### src/rtl/cfgbr_pkg.sv
package cfgbr_pkg;
  localparam int DW         = 32;
  localparam int MAX_BYTES  = DW / 8;
  localparam int LEN_W      = $clog2(MAX_BYTES) + 1;
  localparam int BASE_SPACE = 256;
  localparam int EXT_SPACE  = 4096;
  localparam int OFF_W      = $clog2(BASE_SPACE);
  localparam int REG_W      = $clog2(EXT_SPACE);
  localparam int EN_BIT     = DW - 1;
  localparam int BUS_W      = 8;
  localparam int DEV_W      = 5;
  localparam int FN_W       = 3;
  localparam int ADDR_W     = BUS_W + DEV_W + FN_W + OFF_W;

  typedef struct packed {
    logic [BUS_W-1:0] bus;
    logic [DEV_W-1:0] dev;
    logic [FN_W-1:0]  fn;
    logic [OFF_W-1:0] off;
  } cfg_addr_t;

  // Byte-granular offset: window offset bits are ORed into the latched base.
  function automatic logic [REG_W-1:0] merge_offset(logic [OFF_W-1:0] base,
                                                    logic [1:0] low);
    return REG_W'(base | OFF_W'(low));
  endfunction

  // Smaller of the requested length (capped) and the room left below the limit.
  function automatic logic [LEN_W-1:0] fwd_count(logic [LEN_W-1:0] len,
                                                 logic [REG_W-1:0] off,
                                                 logic ext);
    logic [REG_W:0] limit;
    logic [REG_W:0] room;
    logic [LEN_W-1:0] want;
    limit = ext ? (REG_W+1)'(EXT_SPACE) : (REG_W+1)'(BASE_SPACE);
    want  = (len > LEN_W'(MAX_BYTES)) ? LEN_W'(MAX_BYTES) : len;
    if ({1'b0, off} >= limit) return '0;
    room = limit - {1'b0, off};
    if ((REG_W+1)'(want) > room) return LEN_W'(room);
    return want;
  endfunction

  // Keep the low n bytes, clear the rest.
  function automatic logic [DW-1:0] right_justify(logic [DW-1:0] d,
                                                  logic [LEN_W-1:0] n);
    logic [DW-1:0] r;
    r = '0;
    for (int i = 0; i < MAX_BYTES; i++) begin
      if (LEN_W'(i) < n) r[i*8 +: 8] = d[i*8 +: 8];
    end
    return r;
  endfunction
endpackage

### src/rtl/cfgbr_latch.sv
module cfgbr_latch
  import cfgbr_pkg::*;
(
  input  logic             clk,
  input  logic             rst_n,
  input  logic             wr,
  input  logic [1:0]       off,
  input  logic [LEN_W-1:0] len,
  input  logic [DW-1:0]    wdata,
  output logic [DW-1:0]    q,
  output logic             accept
);
  assign accept = wr && (off == 2'd0) && (len == LEN_W'(MAX_BYTES));

  always_ff @(posedge clk) begin
    if (!rst_n)      q <= '0;
    else if (accept) q <= wdata;
  end
endmodule

### src/rtl/cfgbr_gate.sv
module cfgbr_gate
  import cfgbr_pkg::*;
(
  input  logic             enable,
  input  logic [FN_W-1:0]  fn,
  input  logic [REG_W-1:0] reg_off,
  input  logic [LEN_W-1:0] len,
  input  logic             ext,
  input  logic             present,
  input  logic             powered,
  input  logic             hotadded,
  input  logic             fn0_present,
  output logic             allow,
  output logic [LEN_W-1:0] bytes,
  output logic             orphan
);
  assign bytes  = fwd_count(len, reg_off, ext);
  assign orphan = hotadded && (fn != '0) && !fn0_present;
  assign allow  = enable && present && powered && !orphan && (bytes != '0);
endmodule

### src/rtl/cfgbr_rdmux.sv
module cfgbr_rdmux
  import cfgbr_pkg::*;
(
  input  logic             sel_window,
  input  logic             allow,
  input  logic [LEN_W-1:0] bytes,
  input  logic [DW-1:0]    latch_q,
  input  logic [DW-1:0]    dn_rdata,
  output logic [DW-1:0]    rdata
);
  always_comb begin
    if (!sel_window)  rdata = latch_q;
    else if (!allow)  rdata = '1;
    else              rdata = right_justify(dn_rdata, bytes);
  end
endmodule

### src/rtl/cfgbr_top.sv
module cfgbr_top
  import cfgbr_pkg::*;
(
  input  logic             clk,
  input  logic             rst_n,
  input  logic             host_req,
  input  logic             host_we,
  input  logic             host_sel,
  input  logic [1:0]       host_off,
  input  logic [LEN_W-1:0] host_len,
  input  logic [DW-1:0]    host_wdata,
  output logic [DW-1:0]    host_rdata,
  output logic             cfg_valid,
  output logic             cfg_we,
  output logic [BUS_W-1:0] cfg_bus,
  output logic [DEV_W-1:0] cfg_dev,
  output logic [FN_W-1:0]  cfg_fn,
  output logic [REG_W-1:0] cfg_reg,
  output logic [LEN_W-1:0] cfg_bytes,
  output logic [DW-1:0]    cfg_wdata,
  input  logic             dn_present,
  input  logic             dn_powered,
  input  logic             dn_hotadded,
  input  logic             dn_fn0_present,
  input  logic             dn_ext_space,
  input  logic [DW-1:0]    dn_rdata
);
  logic [DW-1:0]    latch_q;
  logic             latch_accept;
  logic             latch_en;
  cfg_addr_t        addr;
  logic             window;
  logic [REG_W-1:0] reg_off;
  logic             allow;
  logic [LEN_W-1:0] bytes;
  logic             orphan;

  cfgbr_latch u_latch (
    .clk    (clk),
    .rst_n  (rst_n),
    .wr     (host_req && host_we && !host_sel),
    .off    (host_off),
    .len    (host_len),
    .wdata  (host_wdata),
    .q      (latch_q),
    .accept (latch_accept)
  );

  assign latch_en = latch_q[EN_BIT];
  assign addr     = cfg_addr_t'(latch_q[ADDR_W-1:0]);
  assign window   = host_req && host_sel;
  assign reg_off  = merge_offset(addr.off, host_off);

  cfgbr_gate u_gate (
    .enable      (latch_en),
    .fn          (addr.fn),
    .reg_off     (reg_off),
    .len         (host_len),
    .ext         (dn_ext_space),
    .present     (dn_present),
    .powered     (dn_powered),
    .hotadded    (dn_hotadded),
    .fn0_present (dn_fn0_present),
    .allow       (allow),
    .bytes       (bytes),
    .orphan      (orphan)
  );

  cfgbr_rdmux u_rdmux (
    .sel_window (host_sel),
    .allow      (allow),
    .bytes      (bytes),
    .latch_q    (latch_q),
    .dn_rdata   (dn_rdata),
    .rdata      (host_rdata)
  );

  assign cfg_valid = window && allow;
  assign cfg_we    = host_we;
  assign cfg_bus   = addr.bus;
  assign cfg_dev   = addr.dev;
  assign cfg_fn    = addr.fn;
  assign cfg_reg   = reg_off;
  assign cfg_bytes = bytes;
  assign cfg_wdata = host_wdata;
endmodule

### config.mk
export PLATFORM = sky130hd
export DESIGN_NAME = cfgbr_top
export DESIGN_NICKNAME = d
export VERILOG_FILES = /design/src/rtl/cfgbr_pkg.sv /design/src/rtl/cfgbr_latch.sv /design/src/rtl/cfgbr_gate.sv /design/src/rtl/cfgbr_rdmux.sv /design/src/rtl/cfgbr_top.sv
export SDC_FILE = /design/constraint.sdc
export NUM_CORES = 1
export LEC_CHECK = 0
export BUFFER_PORTS_ARGS = -buffer_cell sky130_fd_sc_hd__buf_2
export CAP_MARGIN = 20
export CORE_UTILIZATION = 30
export DETAILED_ROUTE_END_ITERATION = 12
export GPL_TIMING_DRIVEN = 0
export PLACE_DENSITY_LB_ADDON = 0.08
export RECOVER_POWER = 25
export REMOVE_ABC_BUFFERS = 1
export SKIP_CTS_REPAIR_TIMING = 1
export SYNTH_ARGS = -nofsm -noshare
export SYNTH_HDL_FRONTEND = slang
export SYNTH_SLANG_ARGS = --single-unit
### constraint.sdc
create_clock -name clk -period 4.3 [get_ports clk]
set_clock_uncertainty 0.2 [all_clocks]
set_input_delay 0.645 -clock clk [delete_from_list [all_inputs] [get_ports clk]]
set_output_delay 0.645 -clock clk [all_outputs]
set_load 0.03 [all_outputs]
==> results of run 1 <==
stage by stage:
stage	util	TNS, ns	worst slack (ns)	total power [mW]	cell area, µm²
floorplan	-	-15.44	-0.803	0.403	2000
global placement	0.365	-29.87	-1.25	0.527	2980
detailed placement	0.375	-15.95	-0.649	0.529	3070
CTS	0.387	-16.39	-0.666	0.785	3160
global route	0.409	-0.246	-0.0256	0.830	3350
finish	0.409	0	0.0637	0.789	3350
tightest hold or removal path, stage by stage, from the launching register on:
cell,delay [ns]
dfxtp_1,0.31
nand2_1,0.05
a21boi_0,0.06
worst paths after layout:
check	startpoint	endpoint	slack, ns	cells past startpoint
setup / recovery	host_off[1]	host_rdata[26]	0.06	14
hold / removal	u_latch.q[25]$_SDFFE_PN0P_	u_latch.q[25]$_SDFFE_PN0P_	0.26	2
setup reg to reg	u_latch.q[2]$_SDFFE_PN0P_	u_latch.q[2]$_SDFFE_PN0P_	3.24	2
hold reg to reg	u_latch.q[25]$_SDFFE_PN0P_	u_latch.q[25]$_SDFFE_PN0P_	0.26	2
cell families after synthesis:
logic type | Yosys count
compound gates | 71
mux | 4
xor+xnor | 1
simple gates | 137
flops | 32
buf+inv | 81
fa+ha+maj | 4
other cells | 1
layout make-up:
type | instances | area [µm²]
fill | 889 | 4830
sequential | 32 | 641
clock buffer | 7 | 96.3
multi-input combinational | 221 | 1440
tap | 105 | 131
timing repair buffer | 181 | 1030
inverter | 4 | 15.0
synthesized netlist by cell type, drive strengths merged, types with 2 or more instances:
cell type,n,area [µm²]
a21boi,32,240
o22a,8,70.1
nand2,90,338
dfxtp,32,641
or4,2,18.8
a21oi,27,285
nand4,3,18.8
inv,4,15.0
ha,4,50.1
nor2,29,109
mux2i,3,30.0
clkbuf,15,56.3
buf,62,485
nand3b,2,15.0
layer usage:
| metal | part of all wire | GRT usage |
|---|---|---|
| met1 | 0.46 | 0.204 |
| met3 | 0.041 | 0.0154 |
| met2 | 0.49 | 0.268 |
| met4 | 0.010 | 0.0423 |
| met5 | 0 | 0 |
power by group:
| part | switching, mW | internal (mW) |
|---|---|---|
| clock network | 0.111 | 0.143 |
| registers | 0.000618 | 0.297 |
| logic | 0.153 | 0.0838 |
| total | 0.266 | 0.523 |
==> impl_metrics.env, run 1 <==
export IMPL_outcome="finished clean"
export IMPL_nets=528
export IMPL_antenna_found_initial=0
export IMPL_die_height_um=93.8
export IMPL_slowest_stage="or4_4"
export IMPL_leakage_nw=1.45
export IMPL_ys_flop_type="dfxtp_1"
export IMPL_numCtsBuffers=5
export IMPL_synth_top_family_by_area="compound AO/OA/AOI/OAI gates"
export IMPL_synthArstFlopShare=0
export IMPL_avgSynthCellArea_um2=7.63
export IMPL_setup_violations=0
export IMPL_cp_end_kind="output pin"
export IMPL_cp_slowest_stage_delay_ns=0.50
export IMPL_crit_type="in2out"
export IMPL_dp_hpwl_mm=5.26
export IMPL_synth_compound_area_frac=0.253
export IMPL_largest_register_ff_count=32
export IMPL_mostFrequentLayoutCells="buf_2 (127), nand2_1 (90), a21boi_0 (32), dfxtp_1 (32), clkbuf_1 (30)"
export IMPL_die_area_um2=8790
export IMPL_synth_cell_types=37
export IMPL_grt_remaining_overflow=0
export IMPL_synth_edf_count=0
export IMPL_cts_tree="done"
export IMPL_synth_xor_area_frac=0.00347
export IMPL_area_growth_pct=32.5
export IMPL_critPathMaxFanout=12
export IMPL_grt_pass1_wl_mm=10.7
export IMPL_first_pass_iters=4
export IMPL_start_kind="primary input"
export IMPL_fmax_ghz=0.236
export IMPL_synthMuxAreaShare=0.0163
export IMPL_grt_max_degree=35
export IMPL_via_count=2442
export IMPL_drt_initial_drc_count=32
export IMPL_grt_pass1_vias=2141
export IMPL_cts_htree_levels=2
export IMPL_p_per_area_nw_per_um2=236
export IMPL_clk_latency_ns=0.28
export IMPL_vdd_drop_max_mv=0.0799
export IMPL_worst_slew_pin_slew_ns=0.878
export IMPL_worstPathArrival_ns=3.39
export IMPL_hold_violations=0
export IMPL_cap_violations=0
export IMPL_fp_coreArea_um2=8180
export IMPL_rows=33
export IMPL_ys_warn_count=0
export IMPL_routed_via_density=4.44
export IMPL_worst_ep_required_time_ns=3.45
export IMPL_drc_errors=0
export IMPL_crit_buf_inv=5
export IMPL_max_flop_register="u_latch.q"
export IMPL_synth_seq_area_share=0.254
export IMPL_synth_simple_area_share=0.232
export IMPL_syn_cell_area_um2=2530
export IMPL_top_regs="u_latch.q: 32 flops"
export IMPL_placed_cells=536
export IMPL_period_share=0.985
export IMPL_fin_crit_ns=4.24
export IMPL_io_buffers=171
export IMPL_synth_fa_ha_area_frac=0.0198
export IMPL_cp_top_family="simple AND/OR/NAND/NOR gates"
export IMPL_cts_root_buf="clkbuf_8"
export IMPL_mostFrequentLayoutCell="buf_2"
export IMPL_holdWs_ns=0.265
export IMPL_drv_slew=0
export IMPL_track_usage=0.155
export IMPL_stdcell_count=550
export IMPL_slew_limit_headroom=0.413
export IMPL_synth_seq_cells=32
export IMPL_ant_nets=0
export IMPL_die_w_um=93.8
export IMPL_clockBufferDepth=2
export IMPL_start_util=0.309
export IMPL_drt_total_wl_mm=7.36
export IMPL_layout_drive_gt1_share=0.440
export IMPL_diodes=0
export IMPL_syn_inst=331
export IMPL_clk_pin_slew_ns=0.07
export IMPL_cp_cell_sequence="buf_2, or2_4, inv_2, ha_4, xnor2_4, inv_2, ha_4, a311oi_4, o211ai_4, or4_4, and3_4, buf_12, a21oi_2, buf_4"
export IMPL_gp_congestion=0.722
export IMPL_io_pins=176
export IMPL_clkSinkCount=32
export IMPL_wl_per_cell_um=13.4
export IMPL_hp_class="reg2reg"
Note: power is estimated with default switching activity, not from simulation.
==> run 2, diff against run 1 <==
Settings changed: ABC_AREA from default to 1.
==> impl_metrics.env, run 2 <==
export IMPL_cp_top_family="simple AND/OR/NAND/NOR gates"
export IMPL_clk_pin_slew_ns=0.07
export IMPL_synthArstFlopShare=0
export IMPL_largest_register_ff_count=32
export IMPL_slew_limit_headroom=0.441
export IMPL_hp_class="reg2reg"
export IMPL_synth_cell_types=29
export IMPL_drv_slew=0
export IMPL_worstPathArrival_ns=3.18
export IMPL_finalWorstSetupSlack_ns=0.279
export IMPL_yosys_area_top_type="dfxtp_1"
export IMPL_syn_inst=393
export IMPL_fp_coreArea_um2=8180
export IMPL_r2r_slack_ns=3.45
export IMPL_r2r_start="u_latch.q[0]$_SDFFE_PN0P_"
export IMPL_grt_pass1_wl_mm=10.7
export IMPL_first_pass_iters=4
export IMPL_drt_total_wl_mm=7.27
export IMPL_mostFrequentLayoutCells="buf_2 (140), nor2_1 (88), inv_1 (50), nand2_1 (34), o21ai_0 (34)"
export IMPL_diodes=0
export IMPL_yosys_area_top_type_share=0.253
export IMPL_fmax_ghz=0.249
export IMPL_slowest_stage="ha_1"
export IMPL_fillers=943
export IMPL_place_ws_ns=-0.0485
export IMPL_cap_violations=0
export IMPL_critPathMaxFanout=12
export IMPL_via_count=2654
export IMPL_grt_pass1_vias=2209
export IMPL_crit_buf_inv=4
export IMPL_cts_root_buf="clkbuf_8"
export IMPL_worstHoldPathCells=2
export IMPL_max_flop_register="u_latch.q"
export IMPL_multi_input_area_um2=1210
export IMPL_cts_tree="done"
export IMPL_p_per_area_nw_per_um2=256
export IMPL_holdCritStartpoint="u_latch.q[24]$_SDFFE_PN0P_"
export IMPL_drt_initial_drc_count=51
export IMPL_antenna_found_initial=0
export IMPL_die_area_um2=8820
export IMPL_grtUsageMet2=0.274
export IMPL_dpl_instance_area_um2=3040
export IMPL_synth_seq_area_share=0.253
export IMPL_io_buffers=171
export IMPL_start_kind="primary input"
export IMPL_top_regs="u_latch.q: 32 flops"
export IMPL_ys_top_cells_by_area="dfxtp_1 (25%), buf_4 (18%), nor2_1 (13%)"
export IMPL_cp_end_kind="output pin"
export IMPL_clkSinkCount=32
export IMPL_io_pins=176
export IMPL_grt_max_degree=33
export IMPL_ant_nets=0
export IMPL_outcome="finished clean"
export IMPL_synth_seq_cells=32
export IMPL_clk_latency_ns=0.28
export IMPL_routed_via_density=4.34
export IMPL_grt_remaining_overflow=0
export IMPL_hold_end="u_latch.q[24]$_SDFFE_PN0P_"
export IMPL_nets=588
export IMPL_ys_flop_type="dfxtp_1"
export IMPL_r2r_end="u_latch.q[0]$_SDFFE_PN0P_"
export IMPL_mostFrequentLayoutCell="buf_2"
export IMPL_busiest_layer="met2"
export IMPL_vdd_drop_max_mv=0.108
export IMPL_synthTopCellsByCount="nor2_1 (88), buf_4 (61), inv_1 (50)"
export IMPL_leakage_nw=1.72
export IMPL_drc_errors=0
export IMPL_numCtsBuffers=5
export IMPL_gp_congestion=0.770
export IMPL_worst_ep_required_time_ns=3.45
export IMPL_dp_hpwl_mm=5.22
export IMPL_track_usage=0.159
export IMPL_fin_util=0.392
export IMPL_start_util=0.310
export IMPL_layout_drive_gt1_share=0.358
export IMPL_fin_crit_ns=4.02
export IMPL_worst_slew_pin_slew_ns=0.834
export IMPL_cp_slowest_stage_delay_ns=0.29
export IMPL_cts_htree_levels=2
export IMPL_cp_cell_sequence="buf_2, nor2_2, ha_1, xor2_1, ha_1, nand3_1, nand3_1, nor2_2, nand4_1, nand2_4, nand3_4, nand2_8, buf_12, o21bai_1, inv_1, buf_2"
export IMPL_reg2reg_depth=2
export IMPL_ys_warn_count=0
export IMPL_synth_edf_count=0
export IMPL_grt_use_met3=0.0332
export IMPL_hold_violations=0
export IMPL_clockBufferDepth=2
export IMPL_rows=33
export IMPL_syn_cell_area_um2=2530
export IMPL_avgSynthCellArea_um2=6.45
export IMPL_die_height_um=93.9
export IMPL_die_w_um=93.9
export IMPL_area_growth_pct=26.5
export IMPL_crit_type="in2out"
export IMPL_setup_violations=0
export IMPL_synth_most_common_cell="nor2_1"
export IMPL_period_share=0.935
export IMPL_grt_util_met1=0.200
export IMPL_rsz0062_at_grt="false"
export IMPL_wl_per_cell_um=11.9
export IMPL_ff_latch_area_um2=641
export IMPL_stdcell_area_um2=3200
==> run 2: changes by cell type after synthesis, sizes merged, moves of 14 or more <==
cell	delta
a21boi	-32
a21oi	-14
inv	+48
nand2	-50
nand3	+20
nor2	+62
o21ai	+33
o21bai	+14
==> run 2: layer usage <==
metal	wire length, µm	up-vias
met3	381	4
met2	3550	87
met5	0	-
li1	-	1378
met4	56	0
met1	3280	1185
==> run 2: cells by family after synthesis <==
kind of cell    count (synthesis)  share of synthesized area
xor+xnor                        1                    0.00346
simple gates                  165                      0.287
flops                          32                      0.253
buf+inv                       128                      0.283
other cells                     1                    0.00148
fa+ha+maj                       4                     0.0198
compound gates                 62                      0.153
==> run 2: through the flow <==
step                      power, mW  setup TNS [ns]  hold slack [ns]  std cells
after global routing          0.864               0            0.311        611
after detailed placement      0.537          -0.303            0.273        598
after global placement        0.536          -0.185            0.263        597
after CTS                     0.831          -0.441            0.290        606
after floorplan               0.411               0            0.256        321
final                         0.821               0            0.289        611
==> run 2: layout make-up <==
| type | instances | share of cell area |
|---|---|---|
| repair buffers | 177 | 0.287 |
| inverters | 53 | 0.0621 |
| clock buffers | 6 | 0.0226 |
| well taps | 105 | 0.0410 |
| clock inverters | 2 | 0.0109 |
| multi-input cells | 236 | 0.376 |
| flip-flops and latches | 32 | 0.200 |
==> run 2: worst max-delay path by stage <==
stage	from	endpoint	slack, ns	depth (start not counted)
floorplan	host_off[1]	host_rdata[16]	0.46	13
global placement	host_off[1]	host_rdata[16]	-0.04	15
detailed placement	host_off[1]	host_rdata[21]	-0.05	15
CTS	host_off[1]	host_rdata[21]	-0.06	15
global route	host_off[1]	host_rdata[4]	0.03	17
finish	host_off[1]	host_rdata[0]	0.28	16
==> run 2: worst register-to-register path, stage by stage, from the launching register on <==
cell	delay, ns
dfxtp_1	0.41
nor2_1	0.07
nor2_1	0.11
==> run 2: power breakdown <==
group | total, mW | internal, mW | switching (mW) | leakage (nW)
clock | 0.289 | 0.172 | 0.117 | 0.0552
combinational | 0.234 | 0.0789 | 0.155 | 1.41
sequential | 0.298 | 0.297 | 0.000888 | 0.258
total | 0.821 | 0.548 | 0.273 | 1.72
